$ cat src/rtl/frame_addr_pkg.sv
package frame_addr_pkg;

    localparam int POS_W = 16;

    localparam logic [7:0] OP_ENTRY  = 8'h11;
    localparam logic [7:0] OP_XWIN   = 8'h44;
    localparam logic [7:0] OP_YWIN   = 8'h45;
    localparam logic [7:0] OP_XPOS   = 8'h4E;
    localparam logic [7:0] OP_YPOS   = 8'h4F;
    localparam logic [7:0] OP_FILL_A = 8'h46;
    localparam logic [7:0] OP_FILL_B = 8'h47;

    typedef enum logic [2:0] {
        SEL_NONE,
        SEL_ENTRY,
        SEL_XWIN,
        SEL_YWIN,
        SEL_XPOS,
        SEL_YPOS,
        SEL_FILL
    } sel_e;

    typedef struct packed {
        logic             y_inc;
        logic [POS_W-1:0] x_start;
        logic [POS_W-1:0] x_end;
        logic [POS_W-1:0] y_start;
        logic [POS_W-1:0] y_end;
    } win_cfg_t;

    typedef struct packed {
        logic             ld_x;
        logic             ld_y;
        logic [POS_W-1:0] value;
    } pos_load_t;

    function automatic sel_e decode_op(input logic [7:0] op);
        case (op)
            OP_ENTRY:             return SEL_ENTRY;
            OP_XWIN:              return SEL_XWIN;
            OP_YWIN:              return SEL_YWIN;
            OP_XPOS:              return SEL_XPOS;
            OP_YPOS:              return SEL_YPOS;
            OP_FILL_A, OP_FILL_B: return SEL_FILL;
            default:              return SEL_NONE;
        endcase
    endfunction

endpackage

$ cat src/rtl/frame_addr_decode.sv
module frame_addr_decode
    import frame_addr_pkg::*;
#(
    parameter int COLS = 800,
    parameter int ROWS = 480
) (
    input  logic       clk,
    input  logic       rst,
    input  logic       in_valid,
    input  logic       in_is_data,
    input  logic [7:0] in_byte,
    output win_cfg_t   cfg,
    output pos_load_t  ld,
    output logic       fill_go,
    output logic [7:0] fill_pat
);

    localparam logic [2:0] IDX_DONE = 3'd4;

    sel_e       sel_q;
    logic [2:0] idx_q;
    logic [7:0] lo_q;
    logic       data_ok;

    assign data_ok = in_valid && in_is_data && (idx_q != IDX_DONE);

    // Position loads and fill start act in the cycle of their final byte.
    always_comb begin
        ld       = '0;
        ld.value = {in_byte, lo_q};
        fill_go  = 1'b0;
        if (data_ok) begin
            case (sel_q)
                SEL_XPOS: ld.ld_x   = (idx_q == 3'd1);
                SEL_YPOS: ld.ld_y   = (idx_q == 3'd1);
                SEL_FILL: fill_go   = (idx_q == 3'd0);
                default:  ;
            endcase
        end
    end

    always_ff @(posedge clk) begin
        if (rst) begin
            sel_q       <= SEL_NONE;
            idx_q       <= '0;
            lo_q        <= '0;
            fill_pat    <= '0;
            cfg.y_inc   <= 1'b1;
            cfg.x_start <= '0;
            cfg.x_end   <= POS_W'(COLS - 1);
            cfg.y_start <= '0;
            cfg.y_end   <= POS_W'(ROWS - 1);
        end else if (in_valid && !in_is_data) begin
            sel_q <= decode_op(in_byte);
            idx_q <= '0;
        end else if (data_ok) begin
            idx_q <= idx_q + 3'd1;
            case (sel_q)
                SEL_ENTRY: if (idx_q == 3'd0) cfg.y_inc <= in_byte[1];
                SEL_XWIN: begin
                    case (idx_q)
                        3'd0:    cfg.x_start[7:0]  <= in_byte;
                        3'd1:    cfg.x_start[15:8] <= in_byte;
                        3'd2:    cfg.x_end[7:0]    <= in_byte;
                        default: cfg.x_end[15:8]   <= in_byte;
                    endcase
                end
                SEL_YWIN: begin
                    case (idx_q)
                        3'd0:    cfg.y_start[7:0]  <= in_byte;
                        3'd1:    cfg.y_start[15:8] <= in_byte;
                        3'd2:    cfg.y_end[7:0]    <= in_byte;
                        default: cfg.y_end[15:8]   <= in_byte;
                    endcase
                end
                SEL_XPOS, SEL_YPOS: if (idx_q == 3'd0) lo_q <= in_byte;
                SEL_FILL:  if (idx_q == 3'd0) fill_pat <= in_byte;
                default: ;
            endcase
        end
    end

endmodule

$ cat src/rtl/frame_addr_walk.sv
module frame_addr_walk
    import frame_addr_pkg::*;
(
    input  logic             clk,
    input  logic             rst,
    input  win_cfg_t         cfg,
    input  pos_load_t        ld,
    input  logic             fill_go,
    input  logic             pix_stb,
    output logic [POS_W-1:0] x_q,
    output logic [POS_W-1:0] y_q,
    output logic             busy_q,
    output logic             step
);

    logic [POS_W:0]   x_plus;
    logic             x_wrap;
    logic             y_wrap;
    logic [POS_W-1:0] x_next;
    logic [POS_W-1:0] y_next;

    assign step   = busy_q || pix_stb;
    assign x_plus = {1'b0, x_q} + (POS_W+1)'(8);
    assign x_wrap = x_plus > {1'b0, cfg.x_end};
    assign y_wrap = cfg.y_inc ? (y_q >= cfg.y_end) : (y_q <= cfg.y_end);

    always_comb begin
        x_next = x_wrap ? cfg.x_start : x_plus[POS_W-1:0];
        y_next = y_q;
        if (x_wrap) begin
            if (y_wrap)         y_next = cfg.y_start;
            else if (cfg.y_inc) y_next = y_q + POS_W'(1);
            else                y_next = y_q - POS_W'(1);
        end
    end

    always_ff @(posedge clk) begin
        if (rst) begin
            x_q    <= '0;
            y_q    <= '0;
            busy_q <= 1'b0;
        end else if (fill_go) begin
            x_q    <= cfg.x_start;
            y_q    <= cfg.y_start;
            busy_q <= 1'b1;
        end else begin
            if (step) begin
                x_q <= x_next;
                y_q <= y_next;
                if (busy_q && x_wrap && y_wrap) busy_q <= 1'b0;
            end
            if (ld.ld_x) x_q <= ld.value;
            if (ld.ld_y) y_q <= ld.value;
        end
    end

endmodule

$ cat src/rtl/frame_addr_map.sv
module frame_addr_map
    import frame_addr_pkg::*;
#(
    parameter int ROW_BYTES = 100,
    parameter int AW        = 16
) (
    input  logic [POS_W-1:0] x,
    input  logic [POS_W-1:0] y,
    output logic [AW-1:0]    addr
);

    assign addr = AW'(32'(y) * ROW_BYTES + 32'(x >> 3));

endmodule

$ cat src/rtl/frame_addr_gen.sv
module frame_addr_gen
    import frame_addr_pkg::*;
#(
    parameter int COLS = 800,
    parameter int ROWS = 480,
    localparam int ROW_BYTES = COLS / 8,
    localparam int AW        = $clog2(ROW_BYTES * ROWS)
) (
    input  logic          clk,
    input  logic          rst,
    input  logic          cmd_valid,
    input  logic          cmd_is_data,
    input  logic [7:0]    cmd_byte,
    input  logic          pix_stb,
    output logic [AW-1:0] addr,
    output logic          wr_en,
    output logic          fill_busy,
    output logic [7:0]    fill_pat
);

    win_cfg_t         cfg_q;
    pos_load_t        pos_ld;
    logic             fill_go;
    logic             port_open;
    logic [POS_W-1:0] x_q;
    logic [POS_W-1:0] y_q;

    assign port_open = cmd_valid && !fill_busy;

    frame_addr_decode #(.COLS(COLS), .ROWS(ROWS)) u_decode (
        .clk        (clk),
        .rst        (rst),
        .in_valid   (port_open),
        .in_is_data (cmd_is_data),
        .in_byte    (cmd_byte),
        .cfg        (cfg_q),
        .ld         (pos_ld),
        .fill_go    (fill_go),
        .fill_pat   (fill_pat)
    );

    frame_addr_walk u_walk (
        .clk     (clk),
        .rst     (rst),
        .cfg     (cfg_q),
        .ld      (pos_ld),
        .fill_go (fill_go),
        .pix_stb (pix_stb),
        .x_q     (x_q),
        .y_q     (y_q),
        .busy_q  (fill_busy),
        .step    (wr_en)
    );

    frame_addr_map #(.ROW_BYTES(ROW_BYTES), .AW(AW)) u_map (
        .x    (x_q),
        .y    (y_q),
        .addr (addr)
    );

endmodule

$ cat config.mk
export PLATFORM = sky130hd
export DESIGN_NAME = frame_addr_gen
export DESIGN_NICKNAME = d
export VERILOG_FILES = /design/src/rtl/frame_addr_pkg.sv /design/src/rtl/frame_addr_decode.sv /design/src/rtl/frame_addr_walk.sv /design/src/rtl/frame_addr_map.sv /design/src/rtl/frame_addr_gen.sv
export SDC_FILE = /design/constraint.sdc
export NUM_CORES = 1
export LEC_CHECK = 0
export BUFFER_PORTS_ARGS = -buffer_cell sky130_fd_sc_hd__buf_4
export CELL_PAD_IN_SITES_DETAIL_PLACEMENT = 0
export CELL_PAD_IN_SITES_GLOBAL_PLACEMENT = 2
export CORE_UTILIZATION = 27
export CTS_BUF_LIST = sky130_fd_sc_hd__clkbuf_8
export CTS_CLUSTER_DIAMETER = 40
export DETAILED_ROUTE_END_ITERATION = 16
export MAX_ROUTING_LAYER = met4
export PLACE_DENSITY_LB_ADDON = 0.1
export SLEW_MARGIN = 40
export SYNTH_ARGS = -nofsm -noshare
export SYNTH_HDL_FRONTEND = slang
export SYNTH_SLANG_ARGS = --single-unit
$ cat constraint.sdc
create_clock -name clk -period 5.59 [get_ports clk]
set_input_delay 0.559 -clock clk [delete_from_list [all_inputs] [get_ports clk]]
set_output_delay 0.559 -clock clk [all_outputs]
set_load 0.02 [all_outputs]
* Word level (Yosys, flattened, before mapping)
Cells that the tools add are included.
** Storage, ports and cells
- Word-level logic and storage cells :: 95
- Bits in registers :: 120
- Input port bits :: 13
- Output and inout port bits :: 26
** Operators by class
- Mux-type cells :: 20
- Eq/ne operators :: 16
- Multipliers :: 1
- Bitwise operators :: 2
- Add/subtract/negate cells :: 5
- Magnitude comparators :: 3
- Reduce and logical (&&, ||, !) cells :: 32
** Operator list (count)
- $mux 16 :: 10
- $eq 8x7->1 const B :: 6
- $reduce_and 4->1 :: 11
- $pmux 3 s6 :: 1
- $add 16x4->17 const B :: 1
- $gt 17x16->1 :: 1
- $add 16x1->16 const B :: 1
- $add 16x13->16 :: 1
- $ge 16x16->1 :: 1
- $le 16x16->1 :: 1
- $mul 16x5->14 const B :: 1
- $sub 16x1->16 const B :: 1
- $eq 3x2->1 const B :: 3
- $eq 3x3->1 const B :: 3
- $reduce_bool 3->1 :: 3
- $eq 8x5->1 const B :: 1
- $mux 1 :: 8
- $eq 3x1->1 const B :: 2
- $logic_and 1x1->1 :: 6
- $reduce_or 2->1 :: 3
- $reduce_and 2->1 :: 2
- $reduce_bool 2->1 :: 2
- $add 3x1->3 const B :: 1
- $logic_not 3->1 :: 1
- other kinds (6) :: 8

* Depth between registers and ports, before layout
- Depth in word-level cells :: 7
- Depth in mapped cells :: 16
- Mapped depth without buffers :: 16

* Modules after synthesis
Synthesis repeated with hierarchy kept, for this count alone.
** Second synthesis, totals
- Cell total of the unflattened synthesis :: 1032
- Area, all modules :: 9031.2 µm²
** Modules (own cells, without submodules)
- frame_addr_walk :: area each 3890.0 µm², cells an instance 499, sequential area each 660.6 µm², times used 1
- frame_addr_decode :: area each 3696.0 µm², cells an instance 359, sequential area each 1741.7 µm², times used 1
- frame_addr_map :: area each 1431.4 µm², cells an instance 173, sequential area each 0.0 µm², times used 1
- frame_addr_gen :: area each 13.8 µm², cells an instance 1, sequential area each 0.0 µm², times used 1

* Worst setup path before layout
OpenSTA, ideal clock, no wires.
- Kind :: register to output
- Start point :: register u_walk.y_q[2]
- End point :: output addr[15]
- Data arrival time :: 3.627 ns
- Stages on the path, launching flop included :: 16
- Setup slack :: 1.404 ns
- Data required time :: 5.031 ns
- Buffers on the path :: 0
- Path through :: dfxtp_1 > ha_1 > ha_1 > fa_1 > ha_1 > a21o_1 > a21oi_1 > o21ai_0 > nor2_1 > xnor2_1 > ha_1 > a21oi_1 > nand2_1 > o21ai_1 > nor2_1 > xnor2_1
** Between the ends
- Cells in the longest elaborated chain, start to end :: 2
** RTL lines
- start, declared :: line frame_addr_walk.sv:11 : output logic [POS_W-1:0] y_q,
- start signal, assigned :: line frame_addr_walk.sv:44 : y_q <= cfg.y_start;
- start signal, assigned :: line frame_addr_walk.sv:49 : y_q <= y_next;
- start signal, assigned :: line frame_addr_walk.sv:53 : if (ld.ld_y) y_q <= ld.value;
- $mul 16x5->14 :: line frame_addr_map.sv:12 : assign addr = AW'(32'(y) * ROW_BYTES + 32'(x >> 3));
- $add 16x13->16 :: line frame_addr_map.sv:12
- end, declared :: line frame_addr_gen.sv:15 : output logic [AW-1:0] addr,
No other way between the ends.

* Worst setup path in the final report
- Start point :: register u_walk.y_q[1]
- End point :: output addr[15]
Same word-level chain as after synthesis.

==> run metrics <==
DRC 0; CTS tree done; Worst R2R Start u_walk.x_q[8]; Hold Crit Class reg -> reg; fin cells about 1400; Placer Congestion ~0.8; CP max FO 8; switching part of the total 0.3421; dominant synthesized flop cell dfxtp_1; post-synth top area share 0.2949; CTS Buffer Depth 2; full die area between 30000 and 40000 sq um; PD cells roughly 270 nW/um^2; cell-internal power 1.632 mW; Starting Density 0.2748; Clock transition at path regs roughly 0.07 ns; cts repair resizes 0; Worst Tran Pin Value approximately 0.85 ns; sw power around 850 uW; final worst slack approximately 0.74 ns; hold-critical path depth 2; R2R Path End u_walk.x_q[2]; crit end category output pin; min Tclk post-route around 4.9 ns; post-CTS setup buffer count 0; number of fill cells about 3300; flops & latches, synth 120; Comb power frac 0.297; Flop pwr share 0.372; async set-reset flop share out of synthesis 0; MaxCap Viol Count 0; total power 2.481 mW; Leak about 4.3 nW; worst r2r path cells 14; sequential-to-total area share from yosys stat 0.2949; routed via count about 6700; startpoint types flop; GR Overflow Total 0; Mapped Nets 1075; maximum clock rate between 200 and 250 MHz; port bufs 38; GRT Total Usage 0.1792; Synthesis Warnings 0; # clock sinks 120; r2r setup slk 1.69 ns; Die X approximately 180 um; CP Class reg -> out; row cnt 63; critical path arrival between 4 and 5 ns; Wirelength per Cell between 15 and 20 um; clock skew around 0.015 ns; Post-Syn Area per Cell 8.485 sq um; total core area 29640 sq um; final setup vio count 0; antenna violations before repair 0; layout cells sized above 1 0.09586; worst min-delay path startpoint u_decode.fill_pat[7]; first-pass GRT wire length about 40 mm; cell taking the most area after synthesis dfxtp_1; outcome completed; DRT Wirelength ~26 mm; Cell Area, Synth 8145 sq um; Post-synth EDFFs 0; Vias/cell approximately 4.9; Routed Antenna Nets 0; insertion delay to the later sink of the worst-skew pair around 0.45 ns; initial DRC count between 400 and 500; Slew Limit Fails 0; placed insts 1350; Nets 1095; I/O pin cnt 39; hpwl dp ~18 mm; vias in the first global route 6778; Die Height approximately 180 um; n_diodes 0; root buf cell clkbuf_8; slew margin rel. 0.4301; largest net degree at the start of global routing slightly below 70; total CTS buffers 17; Initial DRT Pass Iterations 6; CTS H-tree depth 4; cell count after synthesis 960; Total Neg Setup Slack 0 ns; Worst VDD drop 0.0001403 V; period utilisation layout 0.8677; Area Overhead vs Synth 12.81%; hold_buf cts 0; Clock Power Share 0.331; Distinct cells, synth 71; Synth area leaders dfxtp_1, ha_1, mux2i_1; Hold Crit Endpoint u_decode.fill_pat[7]; worst slack at placement roughly 1.1 ns; RSZ-0062 raised after global routing false; Final Hold Fails 0; Worst Path Required between 5 and 6 ns
## cell usage after synthesis (12+ instances only)
cell type    n
nand3_1     24
o221ai_1    12
xnor2_1     31
mux2i_1     78
dfxtp_1    120
inv_1       78
nor2_1     130
ha_1        92
a21oi_1     59
o22ai_1     12
nand4_1     12
o21ai_0     19
xor2_1      15
clkbuf_1    31
nand2_1     78
nor3_1      13
## registers in the layout, indices dropped and copies added (netlist names)
signal	cells
u_decode.sel_q	3
u_walk.y_q	16
u_decode.lo_q	8
u_decode.fill_pat	8
u_walk.busy_q	1
u_decode.cfg	65
u_walk.x_q	16
u_decode.idx_q	3
## layout make-up
class                      instances  area (sq um)  area share
sequential                       120          2402      0.2614
multi-input combinational        718          5266      0.5731
clock buffer                      19         261.5     0.02846
timing repair buffer              45         345.3     0.03758
tap                              390         488.0     0.05310
clock inverter                    11         132.6     0.01443
inverter                          78         292.8     0.03186
## power by group through the flow
stage / clock network, mW / registers [mW] / logic, mW
5_1_grt: 0.886 / 0.928 / 0.832
2_1_floorplan: 0 / 0.921 / 0.532
6_report: 0.822 / 0.923 / 0.737
3_3_place_gp: 0 / 0.943 / 0.756
4_1_cts: 0.853 / 0.923 / 0.753
3_5_place_dp: 0 / 0.943 / 0.749
## how the worst max path moves through the flow
stage / start / end / slack (ns) / cells past startpoint
2_1_floorplan: u_walk.y_q[2] / addr[15] / 1.40 / 15
3_3_place_gp: u_walk.y_q[2] / addr[15] / 1.12 / 16
3_5_place_dp: u_walk.y_q[2] / addr[15] / 1.14 / 16
4_1_cts: u_walk.y_q[2] / addr[15] / 0.63 / 16
5_1_grt: u_walk.y_q[2] / addr[15] / 0.31 / 16
6_report: u_walk.y_q[1] / addr[15] / 0.74 / 16
## cell usage in the layout, fill, tap and decap left out, drive strengths merged, types with 3 or more instances in the layout
cell	synthesis	final
nor2	133	133
dfxtp	120	120
ha	92	92
inv	78	80
nand2	78	78
mux2i	78	78
a21oi	59	59
buf	13	45
xnor2	31	31
nand3	24	24
o21ai	24	24
clkbuf	31	19
xor2	15	15
a211oi	15	15
nor3	13	13
nand4	12	12
o221ai	12	12
o22ai	12	12
a31oi	11	11
a21o	10	10
fa	10	10
o21a	8	8
o211ai	8	8
o21bai	6	6
a222oi	6	6
and3	5	5
nor2b	5	5
clkinv	0	4
a21boi	3	3
and4	3	3
nand3b	3	3
a311oi	3	3
bufinv	0	3
a2111oi	3	3
## per-stage QoR
stage | utilization | cell area, sq um | hold slack, ns
after CTS | 0.3094 | 9171 | 0.4647
after floorplan | - | 8145 | 0.4460
after detailed placement | 0.2961 | 8777 | 0.4514
after global placement | 0.2959 | 8771 | 0.4446
final | 0.3100 | 9189 | 0.4610
after global routing | 0.3100 | 9189 | 0.4764
## logic make-up (layout without fill, tap and decap cells)
kind of cell | after synthesis | count (layout) | share of synthesized area
AND/OR/NAND/NOR | 293 | 293 | 0.1613
AO/OA/AOI/OAI | 197 | 197 | 0.1691
buffers and inverters | 122 | 153 | 0.06021
flip-flops | 120 | 120 | 0.2949
adder cells (fa/ha/maj) | 102 | 102 | 0.1659
multiplexers | 80 | 80 | 0.09908
XOR/XNOR | 46 | 46 | 0.04946
## layer usage
layer / wire [um] / part of all wire / up-vias / track usage
met2: 11750 / 0.46 / 73 / 0.2856
met5: 0 / 0 / - / -
met4: 248 / 0.0097 / 0 / 0.04203
met1: 13150 / 0.51 / 3188 / 0.2389
met3: 480 / 0.019 / 16 / 0.02381
li1: - / - / 3442 / -
## worst max-delay path, stage by stage (launching register included)
cell     delay [ns]
dfxtp_1        0.51
ha_1           0.29
ha_1           0.30
ha_1           0.32
fa_1           0.47
a21o_1         0.18
a21oi_1        0.20
o21ai_0        0.16
nor2_1         0.13
xnor2_1        0.16
ha_1           0.28
a21oi_1        0.17
nand2_1        0.07
o21ai_1        0.21
nor2_1         0.09
xnor2_1        0.15
buf_4          0.15
No activity file was read; power rests on OpenSTA's default activity.
